===== src/rtl/dma_chan_pkg.sv =====
// Shared types for the single-channel word mover.
// Assumes: control layout below is what software writes at select 0.
package dma_chan_pkg;

    typedef enum logic [1:0] {
        ST_IDLE  = 2'd0,
        ST_READ  = 2'd1,
        ST_WRITE = 2'd2,
        ST_DONE  = 2'd3
    } xfer_state_t;

    // Packed MSB first: en is bit 0, m2m is bit 8.
    typedef struct packed {
        logic m2m;
        logic minc;
        logic pinc;
        logic circ;
        logic dir;
        logic err_ie;
        logic ht_ie;
        logic tc_ie;
        logic en;
    } chan_ctrl_t;

    localparam logic [2:0] SEL_CTRL  = 3'd0;
    localparam logic [2:0] SEL_COUNT = 3'd1;
    localparam logic [2:0] SEL_PADDR = 3'd2;
    localparam logic [2:0] SEL_MADDR = 3'd3;
    localparam logic [2:0] SEL_STAT  = 3'd4;

endpackage


===== src/rtl/dma_cfg_regs.sv =====
// Register file of the channel: control, programmed count/addresses and
// the three event flags (write-1-to-clear), plus interrupt combine.
// Assumes: ADDR_W and CNT_W do not exceed DATA_W.
module dma_cfg_regs
    import dma_chan_pkg::*;
#(
    parameter int DATA_W = 32,
    parameter int ADDR_W = 32,
    parameter int CNT_W  = 16
) (
    input  logic              clk,
    input  logic              rst_n,
    input  logic              reg_we,
    input  logic [2:0]        reg_sel,
    input  logic [DATA_W-1:0] reg_wdata,
    output logic [DATA_W-1:0] reg_rdata,
    input  logic              ev_ht,
    input  logic              ev_tc,
    input  logic              ev_err,
    input  logic [CNT_W-1:0]  work_cnt,
    input  logic [ADDR_W-1:0] work_paddr,
    input  logic [ADDR_W-1:0] work_maddr,
    output chan_ctrl_t        ctrl,
    output logic [CNT_W-1:0]  prog_cnt,
    output logic [ADDR_W-1:0] prog_paddr,
    output logic [ADDR_W-1:0] prog_maddr,
    output logic              load,
    output logic              flag_ht,
    output logic              flag_tc,
    output logic              flag_err,
    output logic              irq
);
    localparam int CTRL_W = $bits(chan_ctrl_t);

    logic wr_ctrl, wr_stat;

    assign wr_ctrl = reg_we && (reg_sel == SEL_CTRL);
    assign wr_stat = reg_we && (reg_sel == SEL_STAT);
    // Enable going 0 -> 1 by software reloads the working state.
    assign load    = wr_ctrl && reg_wdata[0] && !ctrl.en;

    // Control register; a bus error forces the enable low.
    always_ff @(posedge clk) begin
        if (!rst_n) begin
            ctrl <= '0;
        end else begin
            if (wr_ctrl) ctrl <= chan_ctrl_t'(reg_wdata[CTRL_W-1:0]);
            if (ev_err)  ctrl.en <= 1'b0;
        end
    end

    // Programmed count and base addresses.
    always_ff @(posedge clk) begin
        if (!rst_n) begin
            prog_cnt   <= '0;
            prog_paddr <= '0;
            prog_maddr <= '0;
        end else if (reg_we) begin
            if (reg_sel == SEL_COUNT) prog_cnt   <= reg_wdata[CNT_W-1:0];
            if (reg_sel == SEL_PADDR) prog_paddr <= reg_wdata[ADDR_W-1:0];
            if (reg_sel == SEL_MADDR) prog_maddr <= reg_wdata[ADDR_W-1:0];
        end
    end

    // Event flags: set wins over a same-cycle clear.
    always_ff @(posedge clk) begin
        if (!rst_n) begin
            flag_ht  <= 1'b0;
            flag_tc  <= 1'b0;
            flag_err <= 1'b0;
        end else begin
            flag_ht  <= ev_ht  || (flag_ht  && !(wr_stat && reg_wdata[0]));
            flag_tc  <= ev_tc  || (flag_tc  && !(wr_stat && reg_wdata[1]));
            flag_err <= ev_err || (flag_err && !(wr_stat && reg_wdata[2]));
        end
    end

    // Interrupt combine.
    assign irq = (flag_tc && ctrl.tc_ie) || (flag_ht && ctrl.ht_ie)
              || (flag_err && ctrl.err_ie);

    // Read mux.
    always_comb begin
        case (reg_sel)
            SEL_CTRL:  reg_rdata = DATA_W'(ctrl);
            SEL_COUNT: reg_rdata = DATA_W'(work_cnt);
            SEL_PADDR: reg_rdata = DATA_W'(work_paddr);
            SEL_MADDR: reg_rdata = DATA_W'(work_maddr);
            SEL_STAT:  reg_rdata = DATA_W'({flag_err, flag_tc, flag_ht});
            default:   reg_rdata = '0;
        endcase
    end

endmodule


===== src/rtl/dma_xfer_engine.sv =====
// Transfer sequencer: one read beat, one write beat per item, then a
// settle cycle that carries the peripheral acknowledge. Holds the live
// count and addresses.
// Assumes: bus slave answers each beat with exactly one ack or err pulse.
module dma_xfer_engine
    import dma_chan_pkg::*;
#(
    parameter int DATA_W = 32,
    parameter int ADDR_W = 32,
    parameter int CNT_W  = 16
) (
    input  logic              clk,
    input  logic              rst_n,
    input  chan_ctrl_t        ctrl,
    input  logic [CNT_W-1:0]  prog_cnt,
    input  logic [ADDR_W-1:0] prog_paddr,
    input  logic [ADDR_W-1:0] prog_maddr,
    input  logic              load,
    input  logic              per_req,
    output logic              per_ack,
    output logic              bus_req,
    output logic              bus_we,
    output logic [ADDR_W-1:0] bus_addr,
    output logic [DATA_W-1:0] bus_wdata,
    input  logic [DATA_W-1:0] bus_rdata,
    input  logic              bus_ack,
    input  logic              bus_err,
    output logic [CNT_W-1:0]  work_cnt,
    output logic [ADDR_W-1:0] work_paddr,
    output logic [ADDR_W-1:0] work_maddr,
    output logic              ev_ht,
    output logic              ev_tc,
    output logic              ev_err
);
    localparam int               STEP      = DATA_W / 8;
    localparam logic [ADDR_W-1:0] ADDR_STEP = ADDR_W'(STEP);

    xfer_state_t       state;
    logic [DATA_W-1:0] data_q;
    logic              start, wr_done;
    logic [CNT_W-1:0]  cnt_next;
    logic [ADDR_W-1:0] src_addr, dst_addr;

    assign src_addr = ctrl.dir ? work_maddr : work_paddr;
    assign dst_addr = ctrl.dir ? work_paddr : work_maddr;
    assign start    = (state == ST_IDLE) && ctrl.en && (work_cnt != '0)
                   && (ctrl.m2m || per_req) && !load;
    assign wr_done  = (state == ST_WRITE) && bus_ack && !bus_err;
    assign cnt_next = work_cnt - CNT_W'(1);

    assign bus_req   = (state == ST_READ) || (state == ST_WRITE);
    assign bus_we    = (state == ST_WRITE);
    assign bus_addr  = (state == ST_WRITE) ? dst_addr : src_addr;
    assign bus_wdata = data_q;
    assign per_ack   = (state == ST_DONE) && !ctrl.m2m;

    assign ev_err = bus_req && bus_err;
    assign ev_tc  = wr_done && (cnt_next == '0);
    assign ev_ht  = wr_done && (cnt_next == (prog_cnt >> 1));

    // Sequencer state.
    always_ff @(posedge clk) begin
        if (!rst_n) begin
            state <= ST_IDLE;
        end else begin
            case (state)
                ST_IDLE:  if (start) state <= ST_READ;
                ST_READ:  if (bus_err) state <= ST_IDLE;
                          else if (bus_ack) state <= ST_WRITE;
                ST_WRITE: if (bus_err) state <= ST_IDLE;
                          else if (bus_ack) state <= ST_DONE;
                default:  state <= ST_IDLE;
            endcase
        end
    end

    // Capture the word read on the first beat.
    always_ff @(posedge clk) begin
        if (!rst_n) data_q <= '0;
        else if ((state == ST_READ) && bus_ack && !bus_err) data_q <= bus_rdata;
    end

    // Live count and addresses: reload on enable or circular wrap, else step.
    always_ff @(posedge clk) begin
        if (!rst_n) begin
            work_cnt   <= '0;
            work_paddr <= '0;
            work_maddr <= '0;
        end else if (load || (wr_done && (cnt_next == '0) && ctrl.circ)) begin
            work_cnt   <= prog_cnt;
            work_paddr <= prog_paddr;
            work_maddr <= prog_maddr;
        end else if (wr_done) begin
            work_cnt <= cnt_next;
            if (ctrl.pinc) work_paddr <= work_paddr + ADDR_STEP;
            if (ctrl.minc) work_maddr <= work_maddr + ADDR_STEP;
        end
    end

endmodule


===== src/rtl/dma_chan.sv =====
// Top of the single-channel word mover: joins the register file and the
// transfer sequencer.
// Assumes: one channel, no arbitration; bus is single-beat, in order.
module dma_chan
    import dma_chan_pkg::*;
#(
    parameter int DATA_W = 32,
    parameter int ADDR_W = 32,
    parameter int CNT_W  = 16
) (
    input  logic              clk,
    input  logic              rst_n,
    input  logic              reg_we,
    input  logic [2:0]        reg_sel,
    input  logic [DATA_W-1:0] reg_wdata,
    output logic [DATA_W-1:0] reg_rdata,
    output logic              irq,
    input  logic              per_req,
    output logic              per_ack,
    output logic              bus_req,
    output logic              bus_we,
    output logic [ADDR_W-1:0] bus_addr,
    output logic [DATA_W-1:0] bus_wdata,
    input  logic [DATA_W-1:0] bus_rdata,
    input  logic              bus_ack,
    input  logic              bus_err
);
    chan_ctrl_t        ctrl;
    logic [CNT_W-1:0]  prog_cnt, work_cnt;
    logic [ADDR_W-1:0] prog_paddr, prog_maddr, work_paddr, work_maddr;
    logic              load, ev_ht, ev_tc, ev_err;
    logic              flag_ht, flag_tc, flag_err;

    dma_cfg_regs #(.DATA_W(DATA_W), .ADDR_W(ADDR_W), .CNT_W(CNT_W)) u_regs (
        .clk(clk), .rst_n(rst_n),
        .reg_we(reg_we), .reg_sel(reg_sel), .reg_wdata(reg_wdata),
        .reg_rdata(reg_rdata),
        .ev_ht(ev_ht), .ev_tc(ev_tc), .ev_err(ev_err),
        .work_cnt(work_cnt), .work_paddr(work_paddr), .work_maddr(work_maddr),
        .ctrl(ctrl), .prog_cnt(prog_cnt),
        .prog_paddr(prog_paddr), .prog_maddr(prog_maddr),
        .load(load),
        .flag_ht(flag_ht), .flag_tc(flag_tc), .flag_err(flag_err),
        .irq(irq)
    );

    dma_xfer_engine #(.DATA_W(DATA_W), .ADDR_W(ADDR_W), .CNT_W(CNT_W)) u_eng (
        .clk(clk), .rst_n(rst_n),
        .ctrl(ctrl), .prog_cnt(prog_cnt),
        .prog_paddr(prog_paddr), .prog_maddr(prog_maddr),
        .load(load),
        .per_req(per_req), .per_ack(per_ack),
        .bus_req(bus_req), .bus_we(bus_we), .bus_addr(bus_addr),
        .bus_wdata(bus_wdata), .bus_rdata(bus_rdata),
        .bus_ack(bus_ack), .bus_err(bus_err),
        .work_cnt(work_cnt), .work_paddr(work_paddr), .work_maddr(work_maddr),
        .ev_ht(ev_ht), .ev_tc(ev_tc), .ev_err(ev_err)
    );

endmodule


===== config.mk =====
export PLATFORM = sky130hd
export DESIGN_NAME = dma_chan
export DESIGN_NICKNAME = d
export VERILOG_FILES = /design/src/rtl/dma_chan_pkg.sv /design/src/rtl/dma_cfg_regs.sv /design/src/rtl/dma_xfer_engine.sv /design/src/rtl/dma_chan.sv
export SDC_FILE = /design/constraint.sdc
export NUM_CORES = 1
export LEC_CHECK = 0
export BUFFER_PORTS_ARGS = -buffer_cell sky130_fd_sc_hd__buf_2
export CORE_AREA = 10 10 116 196
export CTS_CLUSTER_DIAMETER = 200
export DETAILED_ROUTE_END_ITERATION = 8
export DIE_AREA = 0 0 126 206
export PLACE_DENSITY_LB_ADDON = 0.08
export SYNTH_ARGS = -nofsm -noshare
export SYNTH_HDL_FRONTEND = slang
export SYNTH_SLANG_ARGS = --single-unit

===== constraint.sdc =====
create_clock -name clk -period 3.1 [get_ports clk]
set_input_delay 0.31 -clock clk [delete_from_list [all_inputs] [get_ports clk]]
set_output_delay 0.31 -clock clk [all_outputs]
set_load 0.01 [all_outputs]

# Word-level counts from Yosys, hierarchy flattened
# Cells that the tools add are included.
totals:
  regBits: 206
  inputBits: 73
  out_inout_bits: 100
  wordCells: 108
classes:
  addsub: 3
  eq_ne: 11
  muxes: 18
  n_bitwise: 1
  n_reduce_logical: 55
op_table:
  columns: ["cell", "n"]
  rows:
  - ["32-bit 2-to-1 mux", 9]
  - ["32-bit case mux with 5 select lines", 1]
  - ["32-bit by 3-bit adder with 32-bit output, second input constant", 2]
  - ["16-bit 2-to-1 mux", 2]
  - ["1-bit logical AND", 26]
  - ["16-bit by 15-bit == test with 1-bit output", 1]
  - ["16-bit logical NOT", 1]
  - ["16-bit nonzero test", 1]
  - ["16-bit by 1-bit subtractor with 16-bit output, second input constant", 1]
  - ["2-bit 2-to-1 mux", 5]
  - ["2-bit AND reduction", 5]
  - ["1-bit logical OR", 8]
  - ["1-bit logical NOT", 7]
  - ["3-bit by 2-bit == test with 1-bit output, second input constant", 2]
  - ["2-bit case mux with 3 select lines", 1]
  - ["2-bit nonzero test", 3]
  - ["2-bit == test, second input constant", 2]
  - ["3-bit by 1-bit == test with 1-bit output, second input constant", 1]
  - ["3-bit == test, second input constant", 1]
  - ["3-bit logical NOT", 1]
  - ["3-bit by 1-bit != test with 1-bit output, second input constant", 1]
  - ["3-bit != test, second input constant", 1]
  - ["3-bit AND reduction", 1]
  - ["2-bit by 1-bit == test with 1-bit output, second input constant", 1]
  - ["other kinds (4)", 4]

# Logic depth before layout (Yosys ltp)
# Gate-level depths: netlist of run 1.
depth:
  depth_word: 8
  mapped_depth: 12
  ltp_nobuf: 8

# By module
# From an unflattened synthesis of run 1, not the netlist that was laid out.
unflattened:
  hier_cells: 1331
  area_unflattened_um2: 11093.1
modules_own_cells:
  columns: ["mod", "n_inst", "cells_each", "area_per_inst_um2", "seq_area_each_um2"]
  rows:
  - ["dma_xfer_engine", 1, 860, 7075.5, 2282.2]
  - ["dma_cfg_regs", 1, 471, 4017.6, 1841.8]

# Least setup slack after synthesis of run 1
# OpenSTA, ideal clock, no wires.
synth_timing:
  path_type: "reg-to-reg"
  start: "register u_eng.work_cnt[0]"
  end: "register u_eng.work_maddr[20]"
  setup_time_ns: 0.072
  arrival_ns: 2.594
  required_time_ns: 3.028
  slack_ns: 0.435
  stages_incl_launch_ff: 12
  path_buffers: 3
  synth_period_minus_slack_ns: 2.665
  cell_sequence: "dfxtp_1 -> clkbuf_1 -> inv_1 -> ha_1 -> or4b_4 -> o21a_1 -> nor3_1 -> nand4_1 -> o31ai_2 -> buf_6 -> buf_8 -> mux2i_1"
synth_via:
  elab_chain_cells: 7
  word_cells_on_any_way: 9
  cone_classes: "add/sub: 1; mux: 1; reduce/logical: 7"
synth_lines:
  columns: ["item", "line", "text"]
  rows:
  - ["start: declaration", "dma_xfer_engine.sv:28", "output logic [CNT_W-1:0] work_cnt,"]
  - ["start signal: assignment", "dma_xfer_engine.sv:90", "work_cnt <= prog_cnt;"]
  - ["start signal: assignment", "dma_xfer_engine.sv:94", "work_cnt <= cnt_next;"]
  - ["16-bit by 1-bit subtractor with 16-bit output *", "dma_xfer_engine.sv:49", "assign cnt_next = work_cnt - CNT_W'(1);"]
  - ["16-bit logical NOT *", "dma_xfer_engine.sv:89", "end else if (load || (wr_done && (cnt_next == '0) && ctrl.circ)) begin"]
  - ["1-bit logical AND * (2 in series)", "dma_xfer_engine.sv:89", null]
  - ["1-bit logical OR *", "dma_xfer_engine.sv:89", null]
  - ["2-bit nonzero test (no line)", null, null]
  - ["2-bit AND reduction (no line)", null, null]
  - ["end signal: assignment", "dma_xfer_engine.sv:92", "work_maddr <= prog_maddr;"]
  - ["end signal: assignment", "dma_xfer_engine.sv:96", "if (ctrl.minc) work_maddr <= work_maddr + ADDR_STEP;"]
  - ["end: declaration", "dma_xfer_engine.sv:30", "output logic [ADDR_W-1:0] work_maddr,"]
# Every way passes the cells marked *; elsewhere a longest branch is shown, timed or not.
# A chain may end at the register's enable or synchronous reset.

# Worst setup path in the final report of run 1
layout_timing:
  start: "register u_eng.work_cnt[0]"
  end: "register u_eng.work_maddr[30]"
# Same word-level chain as after synthesis.

==> out/qor.txt, run 1 <==
VDD IR max = 0.512 mV
reg2reg end = u_eng.work_maddr[30]$_SDFFE_PN0P_
largest net degree at the start of global routing = 142
crit end category = flip-flop
HP Start = bus_rdata[18]
worst hold path type = primary input to flip-flop
Rows = 68
GR Util met2 = 0.465
core box area = 19600 sq um
crit path DAT = 3.34 ns
post-layout net count = 1581
GR peak layer = met2
post-synth top area share = 0.372
hold endpoint = u_eng.bus_wdata[18]$_SDFFE_PN0P_
Clock Latency Late Sink = 0.51 ns
post-DP HPWL = 24500 um
Switch Pwr = 0.00129 W
Fin Clk Skew = 0.0116 ns
Initial Util = 0.566
Post-CTS Hold Fix Bufs = 0
fillers = 1749
Wirelength per Cell = 19.0 um
most frequent cells in the layout = 436 x nand2_1, 206 x dfxtp_1, 171 x buf_2
via count = 9976
leading cell type in the layout, fill and taps excluded = nand2_1
ys async rst share = 0
RSZ-0062 raised after global routing = false
Internal = 0.00437 W
gp weighted congestion = 0.946
Final period util = 0.938
Finished Core Util = 0.662
TritonCTS Buffers = 21
Post-Syn Instances = 1359
clock buffer depth = 3
top cell type by total area after synthesis = dfxtp_1
max-slew violations = 0
DR DRC count = 0
Die H = 206 um
Critical Path RT = 3.53 ns
Logic pwr share = 0.056
worst r2r path cells = 9
status = finished, final reports clean
Clock Sinks = 206
Seq cells post-synth = 206
Clk pwr share = 0.468
Root Driver = clkbuf_16
Syn Area/Cell = 8.15 sq um
H-tree depth = 1
layout cells sized above 1 = 0.199
MaxCap Viol Count = 0
Period minus WS final = 2.91 ns
Setup Viol. Count Final = 0
first-pass GRT wire length = 52800 um
worst-path fanout max = 30
CTS tree = yes
Setup CP Type = flip-flop to flip-flop
via-per-instance ratio = 5.67
ys flop type = dfxtp_1
multi-input logic area = 6520 sq um
leakage = 4.97 nW
number of synthesized flops with an enable pin = 0
sequential cell area = 4120 sq um
Tot GR Track Use = 0.247
Hold Path Depth = 3
GR Util met3 = 0.0383
DRT antenna net count = 0
die width = 126 um
ant diodes = 0
Fin. Hold Viols = 0
sw frac = 0.228
Net Count, Synth = 1440
Clock transition at path regs = 0.06 ns
Placed Instance Area = 12200 sq um
fmax = 0.344 GHz
Cell variety after synth = 57
Fin Hold WS = 0.0459 ns
Worst Tran Pin Value = 0.874 ns
DRT iter0 DRCs = 625
worst r2r src = u_eng.work_cnt[0]$_SDFFE_PN0P_
final WL = 33400 um
Layout area overhead = 16.9%
largest cells by area after synthesis = dfxtp_1 37%, nand2_1 15%, a21boi_0 8.4%, mux2i_1 7.7%, xnor2_1 5.5%
post-synthesis sequential area ratio = 0.372
Setup crit start = u_eng.work_cnt[0]$_SDFFE_PN0P_
slew margin rel. = 0.416
first drt pass iteration count = 5
Reg power frac = 0.477
Buffers on Ports = 172
post-route cell area = 13000 sq um
met1 Resource Use GR = 0.271
overflow left after global routing = 0
setup_tns = 0 ns
startpoint types = flip-flop
vias in the first global route = 9722
pwr dens = 437 nW/um^2
antenna violations before repair = 0
Cell Area, Synth = 11100 sq um
synthesis warning total = 0
Die ar. = 26000 sq um
Boundary Pins = 173
R2R Setup Slk = 0.19 ns
## synthesized netlist by cell type, drive strengths merged, types with 2 or more instances
| master | number |
|---|---|
| nand2 | 436 |
| dfxtp | 206 |
| a21boi | 124 |
| mux2i | 85 |
| clkbuf | 79 |
| xnor2 | 70 |
| mux2 | 41 |
| nor2 | 38 |
| nand3 | 33 |
| nand4 | 25 |
| nor3 | 23 |
| xor2 | 23 |
| a22o | 17 |
| buf | 16 |
| nor4 | 15 |
| and3 | 12 |
| inv | 12 |
| a22oi | 11 |
| and2 | 9 |
| ha | 8 |
| o21ai | 8 |
| a21oi | 6 |
| mux4 | 6 |
| nor2b | 6 |
| and4 | 5 |
| or3 | 4 |
| a31oi | 3 |
| nand2b | 3 |
| nand3b | 3 |
| nor3b | 3 |
| o21a | 3 |
| o22ai | 3 |
| o31ai | 3 |
| a211oi | 2 |
| and3b | 2 |
| nand4b | 2 |
| o211ai | 2 |
| or4 | 2 |
## sequential cells by signal (all words and copies together) (netlist names), 9 cells and up
signal             count
u_eng.bus_wdata       32
u_eng.work_maddr      32
u_eng.work_paddr      32
u_regs.prog_maddr     32
u_regs.prog_paddr     32
u_eng.work_cnt        16
u_regs.prog_cnt       16
u_regs.ctrl            9
## power groups by stage
stage	clock network, W	logic (W)	registers [W]
after floorplan	0	0.000183	0.00275
after global placement	0	0.000312	0.00276
after detailed placement	0	0.000315	0.00276
after CTS	0.00269	0.000316	0.00270
after global routing	0.00278	0.000343	0.00270
final	0.00265	0.000315	0.00270
## critical path, stage by stage (launching register included)
cell	delay, ns
dfxtp_1	0.38
inv_1	0.12
ha_1	0.18
or4b_4	0.50
o21a_1	0.22
nor3_1	0.18
nand4_1	0.23
o31ai_4	0.49
buf_12	0.30
mux2i_1	0.23
## metal layers
metal | share of wire | vias to the layer above
li1 | - | 4884
met1 | 0.39 | 4737
met2 | 0.53 | 289
met3 | 0.052 | 66
met4 | 0.033 | 0
met5 | 0 | -
## through the flow
| step | power (W) | cells | setup WS (ns) |
|---|---|---|---|
| 2_1_floorplan | 0.00293 | 1359 | 0.435 |
| 3_3_place_gp | 0.00307 | 1722 | 0.293 |
| 3_5_place_dp | 0.00307 | 1722 | 0.168 |
| 4_1_cts | 0.00570 | 1759 | 0.157 |
| 5_1_grt | 0.00582 | 1759 | 0.0117 |
| 6_report | 0.00566 | 1759 | 0.191 |
## what timing repair did
action,in CTS,in global routing
resized for setup,0,1
endpoints found under the setup margin,0,51
buffers inserted,0,0
## kinds of logic (layout without fill, tap and decap cells)
group	count (synthesis)	count (layout)	share of synthesized area
buf+inv	107	262	0.0422
fa+ha+maj	8	8	0.00903
compound gates	190	190	0.129
simple gates	623	623	0.244
xor+xnor	93	93	0.0735
mux	132	132	0.131
flops	206	206	0.372
## area by class of cell
class / instances / area share
Clock inverter: 8 / 0.00947
Inverter: 12 / 0.00348
Multi-Input combinational cell: 1046 / 0.503
Sequential cell: 206 / 0.318
Clock buffer: 29 / 0.0452
Tap cell: 245 / 0.0237
Timing Repair Buffer: 213 / 0.0965
## worst max-delay path by stage
stage / end
after detailed placement: u_eng.work_maddr[30]$_SDFFE_PN0P_
after CTS: u_eng.work_maddr[30]$_SDFFE_PN0P_
after floorplan: u_eng.work_maddr[20]$_SDFFE_PN0P_
final: u_eng.work_maddr[30]$_SDFFE_PN0P_
after global placement: u_eng.work_paddr[16]$_SDFFE_PN0P_
after global routing: u_eng.work_paddr[6]$_SDFFE_PN0P_
Note: power is estimated with default switching activity, not from simulation.
==> run 2: changes to the inputs <==
--- a/config.mk
+++ b/config.mk
@@ -6,10 +6,10 @@
 export NUM_CORES = 1
 export LEC_CHECK = 0
 export BUFFER_PORTS_ARGS = -buffer_cell sky130_fd_sc_hd__buf_2
-export CORE_AREA = 10 10 116 196
+export CORE_AREA = 10 10 113 190
 export CTS_CLUSTER_DIAMETER = 200
 export DETAILED_ROUTE_END_ITERATION = 8
-export DIE_AREA = 0 0 126 206
+export DIE_AREA = 0 0 123 200
 export PLACE_DENSITY_LB_ADDON = 0.08
 export SYNTH_ARGS = -nofsm -noshare
 export SYNTH_HDL_FRONTEND = slang
==> constraint.sdc (replaced) <==
create_clock -name clk -period 3.57 [get_ports clk]
set_input_delay 0.357 -clock clk [delete_from_list [all_inputs] [get_ports clk]]
set_output_delay 0.357 -clock clk [all_outputs]
set_load 0.01 [all_outputs]
==> run 2 against run 1 <==
Design area decreased by 0.48%. Sequential power is 13% lower. Final cell count decreased by 0.85%. Setup slack gained 0.24 ns. Largest cell class unchanged. Fmax is 7.3% lower. Sequential share of layout area up 0.15 points.
==> out/qor.txt, run 2 (synthesis gave the netlist of run 1 again) <==
MaxCap Viol Count = 0 (unchanged)
Inst Count DP = 1705 (-0.99%)
vias in the first global route = 10100 (+4.2%)
overflow left after global routing = 0 (unchanged)
Buffers on Ports = 172 (unchanged)
Fin Hold WS = 0.0860 ns (+0.0401 ns)
first drt pass iteration count = 5 (unchanged)
Crit path max-delay family = simple AND/OR/NAND/NOR gates
CTS tree = yes
Critical path buffers and inverters = 1 (-1)
Tot GR Track Use = 0.273 (+0.0265)
DR DRC count = 0 (unchanged)
pwr dens = 378 nW/um^2 (-14%)
clock buffer depth = 3 (unchanged)
worst slack, placed = 0.497 ns (+0.329 ns)
post-cts gate resize count = 0 (unchanged)
fillers = 1555 (-11%)
worst r2r path cells = 7 (-2)
final WL = 34300 um (+2.9%)
slew margin rel. = 0.189 (-0.227)
startpoint types = flip-flop
VDD IR max = 0.355 mV (-31%)
H-tree depth = 1 (unchanged)
Clock Latency Late Sink = 0.51 ns (about the same)
CP Cell Sequence = nor3_1 -> nand4_1 -> xor2_1 -> nand4_1 -> o31ai_4 -> buf_12 -> mux2i_1
Finished Layout Cells = 1744 (-0.85%)
Setup crit start = u_eng.work_cnt[2]$_SDFFE_PN0P_
leading cell type in the layout, fill and taps excluded = nand2_1
Initial Util = 0.611 (+0.0447)
Clock transition at path regs = 0.06 ns (about the same)
largest net degree at the start of global routing = 148 (+4.2%)
Clock Sinks = 206 (unchanged)
HP Start = bus_rdata[5]
Wirelength per Cell = 19.7 um (+3.7%)
fmax = 0.319 GHz (-7.3%)
Period minus WS final = 3.14 ns (+0.229 ns)
worst-path fanout max = 21 (-30%)
Boundary Pins = 173 (unchanged)
via-per-instance ratio = 5.82 (+2.6%)
reg2reg end = u_eng.work_maddr[15]$_SDFFE_PN0P_
die width = 123 um (-2.4%)
status = finished, final reports clean
GR peak layer = met2
first-pass GRT wire length = 53400 um (+1.2%)
R2R Setup Slk = 0.43 ns (+0.24 ns)
met1 Resource Use GR = 0.300 (+0.0296)
Critical Path RT = 4.00 ns (+0.47 ns)
Worst Tran Pin Value = 1.21 ns (+0.340 ns)
final setup margin = 0.432 ns (+0.241 ns)
gp weighted congestion = 1.01 (+7.2%)
crit end category = flip-flop
CP max-delay cell = nor3_1
Root Driver = clkbuf_16
RSZ-0062 raised after global routing = false
crit-path max cell delay = 0.80 ns (+0.30 ns)
max-slew violations = 0 (unchanged)
setup_tns = 0 ns (unchanged)
DRT antenna net count = 0 (unchanged)
post-DP HPWL = 24600 um (+0.63%)
DRT iter0 DRCs = 921 (+47%)
Setup CP Type = flip-flop to flip-flop
postcts setup bufs = 0 (unchanged)
TritonCTS Buffers = 21 (unchanged)
critical path depth = 7 (-2)
leakage = 4.94 nW (-0.61%)
Layout area overhead = 16.3%
GR Util met2 = 0.506 (+0.0414)
GR Util met3 = 0.0346 (-0.00366)
Post-CTS Hold Fix Bufs = 0 (unchanged)
Die H = 200 um (-2.9%)
worst hold path type = primary input to flip-flop
Rows = 65 (-4.4%)
layout cells sized above 1 = 0.199 (about the same)
Finished Core Util = 0.711 (+0.0488)
CP endpoint = u_eng.work_maddr[15]$_SDFFE_PN0P_
Fin. Hold Viols = 0 (unchanged)
antenna violations before repair = 1 (+1)
Fin Clk Skew = 0.00737 ns (-0.00420 ns)
post-layout net count = 1575 (-0.38%)
core box area = 18100 sq um (-7.3%)
most frequent cells in the layout = 435 x nand2_1, 206 x dfxtp_1, 171 x buf_2
crit path DAT = 3.57 ns (+0.23 ns)
Die ar. = 24600 sq um (-5.2%)
most frequent CP cell = nand4_1
worst r2r src = u_eng.work_cnt[2]$_SDFFE_PN0P_
via count = 10100 (+1.7%)
Final period util = 0.879 (-0.0594)
Setup Viol. Count Final = 0 (unchanged)
run 2: cell type report:
cell class | count | area [sq um] | area share
repair buffers | 207 | 1200 | 0.0935
clock buffers | 28 | 612 | 0.0475
inverters | 12 | 45.0 | 0.00349
clock inverters | 10 | 92.6 | 0.00718
multi-input cells | 1046 | 6520 | 0.506
flip-flops and latches | 206 | 4120 | 0.320
diodes | 1 | 2.50 | 0.000194
well taps | 234 | 293 | 0.0227
run 2: through the flow:
step | area [sq um] | total power, W
finish | 12900 | 0.00487
global route | 12900 | 0.00500
CTS | 12900 | 0.00489
detailed placement | 12200 | 0.00266
global placement | 12200 | 0.00266
floorplan | 11100 | 0.00255
run 2: power by group:
| part | leakage, nW | total, W | switching (W) | internal [W] |
|---|---|---|---|---|
| combinational | 2.93 | 0.000271 | 0.000169 | 0.000102 |
| sequential | 1.66 | 0.00234 | 0.0000185 | 0.00232 |
| clock | 0.351 | 0.00225 | 0.000966 | 0.00129 |
| total | 4.94 | 0.00487 | 0.00115 | 0.00371 |
run 2: worst min path at each step:
| stage | end | slack (ns) | depth (start not counted) |
|---|---|---|---|
| after floorplan | u_eng.work_maddr[0]$_SDFFE_PN0P_ | 0.43 | 2 |
| after global placement | u_eng.work_paddr[0]$_SDFFE_PN0P_ | 0.44 | 2 |
| after global routing | u_eng.bus_wdata[29]$_SDFFE_PN0P_ | 0.08 | 3 |
| final | u_eng.bus_wdata[5]$_SDFFE_PN0P_ | 0.09 | 3 |
| after detailed placement | u_eng.work_maddr[31]$_SDFFE_PN0P_ | 0.45 | 2 |
| after CTS | u_eng.bus_wdata[5]$_SDFFE_PN0P_ | 0.08 | 3 |
run 2: worst reg2reg max path, delay by kind of cell, from the launching register on:
family | cells | cell delay (ns)
mux | 1 | 0.23
xor+xnor | 1 | 0.31
buf+inv | 1 | 0.28
compound gates | 1 | 0.69
flops | 1 | 0.31
simple gates | 3 | 1.25
run 2: routing by layer:
layer,vias up,part of all wire
met1,4810,0.38
met2,357,0.52
met5,-,0
met4,0,0.045
li1,4880,-
met3,101,0.058
==> run 3: changes to the inputs <==
--- a/config.mk
+++ b/config.mk
@@ -5,11 +5,11 @@
 export SDC_FILE = /design/constraint.sdc
 export NUM_CORES = 1
 export LEC_CHECK = 0
-export BUFFER_PORTS_ARGS = -buffer_cell sky130_fd_sc_hd__buf_2
-export CORE_AREA = 10 10 113 190
+export CORE_AREA = 10 10 110 186
 export CTS_CLUSTER_DIAMETER = 200
 export DETAILED_ROUTE_END_ITERATION = 8
-export DIE_AREA = 0 0 123 200
+export DIE_AREA = 0 0 120 196
+export DONT_BUFFER_PORTS = 1
 export PLACE_DENSITY_LB_ADDON = 0.08
 export SYNTH_ARGS = -nofsm -noshare
 export SYNTH_HDL_FRONTEND = slang
==> run 3 against run 2 <==
Sequential share of layout area increased by 1.4 points. Clock skew grew 0.0070 ns. Worst hold slack got worse by 0.082 ns. Clock power shrank 9%. Critical path type unchanged. Highest routed layer unchanged.
==> out/qor.txt, run 3 (synthesis gave the netlist of run 1 again) <==
status = finished, final reports clean
via-per-instance ratio = 5.97 (+2.5%)
leakage = 4.21 nW (-15%)
via count = 9577 (-5.6%)
Clock transition at path regs = 0.07 ns (about the same)
setup_tns = 0 ns (unchanged)
first drt pass iteration count = 5 (unchanged)
Post-CTS Hold Fix Bufs = 49 (+49)
post-DP HPWL = 22600 um (-8.2%)
antenna violations before repair = 0 (-1)
Switch Pwr = 0.00101 W (-12%)
worst-path fanout max = 39 (+86%)
Logic pwr share = 0.042 (-0.014)
most frequent cells in the layout = 436 x nand2_1, 206 x dfxtp_1, 124 x a21boi_0
largest net degree at the start of global routing = 288 (+95%)
final WL = 32800 um (-4.5%)
post-route cell area = 12300 sq um (-4.3%)
Internal = 0.00358 W (-3.7%)
CTS tree = yes
post-cts gate resize count = 0 (unchanged)
DR DRC count = 0 (unchanged)
RSZ-0062 raised after global routing = false
Setup Viol. Count Final = 0 (unchanged)
Tot GR Track Use = 0.269 (-0.00466)
Reg power frac = 0.511 (+0.030)
startpoint types = flip-flop
Placed Instance Area = 11200 sq um (-8.1%)
vias in the first global route = 9540 (-5.8%)
H-tree depth = 1 (unchanged)
postcts setup bufs = 0 (unchanged)
ant diodes = 0 (-1)
slew margin rel. = 0.183 (-0.00513)
worst hold path type = primary input to flip-flop
Wirelength per Cell = 20.4 um (+3.7%)
VDD IR max = 0.452 mV (+27%)
max-slew violations = 0 (unchanged)
Fin. Hold Viols = 0 (unchanged)
Die ar. = 23500 sq um (-4.4%)
layout cells sized above 1 = 0.0830 (-0.117)
reg2reg end = u_eng.work_cnt[6]$_SDFFE_PN0P_
core box area = 17400 sq um (-4.2%)
Clock Latency Late Sink = 0.50 ns (about the same)
clock buffer depth = 3 (unchanged)
Period minus WS final = 3.08 ns (-0.0542 ns)
Critical Path RT = 4.00 ns (about the same)
first-pass GRT wire length = 51400 um (-3.8%)
CP max-delay cell = nor3_1
Critical path buffers and inverters = 1 (unchanged)
hold endpoint = u_regs.prog_paddr[15]$_SDFFE_PN0P_
Initial Util = 0.638 (+0.0267)
Hold Path Depth = 2 (-1)
post-layout net count = 1445 (-8.3%)
worst r2r src = u_eng.work_cnt[2]$_SDFFE_PN0P_
MaxCap Viol Count = 0 (unchanged)
Final period util = 0.864 (-0.0152)
DRT antenna net count = 0 (unchanged)
Boundary Pins = 173 (unchanged)
crit path DAT = 3.51 ns (-0.06 ns)
crit end category = flip-flop
Layout area overhead = 11.4%
Rows = 64 (-1.5%)
TritonCTS Buffers = 20 (-4.8%)
R2R Setup Slk = 0.49 ns (+0.05 ns)
sw frac = 0.221 (-0.0163)
Fin Clk Skew = 0.0144 ns (+0.00701 ns)
HP Start = reg_wdata[15]
crit-path max cell delay = 0.79 ns (about the same)
fmax = 0.324 GHz (+1.8%)
Clk pwr share = 0.447 (-0.016)
pwr dens = 372 nW/um^2 (-1.5%)
CP Cell Sequence = nor3_1 -> nand3_2 -> xor2_1 -> nand4_1 -> o31ai_4 -> buf_12 -> mux2i_1
Clock Sinks = 206 (unchanged)
worst r2r path cells = 7 (unchanged)
Die H = 196 um (-2.0%)
leading cell type in the layout, fill and taps excluded = nand2_1
Setup CP Type = flip-flop to flip-flop
overflow left after global routing = 0 (unchanged)
Worst Tran Pin Value = 1.22 ns (+0.00767 ns)
Root Driver = clkbuf_16
Crit path max-delay family = simple AND/OR/NAND/NOR gates
Buffers on Ports = 0 (-100%)
die width = 120 um (-2.4%)
gp weighted congestion = 0.983 (-3.1%)
DRT iter0 DRCs = 858 (-6.8%)
==> run 3: cell count changes in the layout (fill, tap and decap cells not counted), sizes merged, moves of 2 or more <==
cell and change:
clkinv -2, inv -3, dlygate4sd3 +51, buf -180
==> run 3: final cells by class <==
class / count / area [sq um]
clock buffer: 27 / 587
clock inverter: 5 / 41.3
fill: 1453 / 5040
inverter: 12 / 45.0
multi-input combinational: 1046 / 6510
sequential: 206 / 4120
tap: 231 / 289
timing repair buffer: 78 / 738
==> run 3: how the worst max path moves through the flow <==
stage | from | to | slack, ns | cells past startpoint
floorplan | u_eng.work_cnt[0]$_SDFFE_PN0P_ | u_eng.work_maddr[20]$_SDFFE_PN0P_ | 0.90 | 11
global placement | u_eng.work_cnt[2]$_SDFFE_PN0P_ | u_eng.work_paddr[27]$_SDFFE_PN0P_ | 0.72 | 7
finish | u_eng.work_cnt[2]$_SDFFE_PN0P_ | u_eng.work_cnt[6]$_SDFFE_PN0P_ | 0.49 | 7
CTS | u_eng.work_cnt[2]$_SDFFE_PN0P_ | u_eng.work_paddr[12]$_SDFFE_PN0P_ | 0.55 | 7
global route | u_eng.work_cnt[2]$_SDFFE_PN0P_ | u_eng.work_maddr[15]$_SDFFE_PN0P_ | 0.29 | 7
detailed placement | u_eng.work_cnt[2]$_SDFFE_PN0P_ | u_eng.work_maddr[15]$_SDFFE_PN0P_ | 0.56 | 7
==> run 3: power groups by stage <==
stage          registers (W)  logic (W)  clock network [W]
2_1_floorplan        0.00239   0.000159                  0
3_3_place_gp         0.00239   0.000135                  0
3_5_place_dp         0.00239   0.000138                  0
4_1_cts              0.00234   0.000191            0.00207
5_1_grt              0.00234   0.000209            0.00215
6_report             0.00234   0.000194            0.00205
==> run 3: routing by layer <==
| layer | vias to the layer above | wire length (um) | global-route usage | part of all wire |
|---|---|---|---|---|
| met1 | 4593 | 12400 | 0.290 | 0.38 |
| li1 | 4611 | - | - | - |
| met5 | - | 0 | 0 | 0 |
| met2 | 299 | 17000 | 0.488 | 0.52 |
| met4 | 0 | 1430 | 0.124 | 0.044 |
| met3 | 74 | 1990 | 0.0526 | 0.061 |
==> run 3: per-stage QoR <==
step	cells	setup slack, ns	util	total power (W)	hold slack (ns)
after floorplan	1359	0.905	-	0.00255	0.435
after global routing	1605	0.289	0.710	0.00470	0.00498
after global placement	1522	0.717	0.645	0.00253	0.442
final	1605	0.486	0.710	0.00459	0.00433
after CTS	1603	0.548	0.709	0.00460	0.000106
after detailed placement	1522	0.559	0.645	0.00253	0.451
==> run 3: worst reg2reg max path: cells and delay by family (launching register included) <==
family,cells,cell delay (ns)
xor gates and xnor gates,1,0.30
muxes,1,0.27
buffers and inverters,1,0.32
and+or+nand+nor,3,1.33
AOI/OAI and AO/OA,1,0.37
DFF,1,0.44
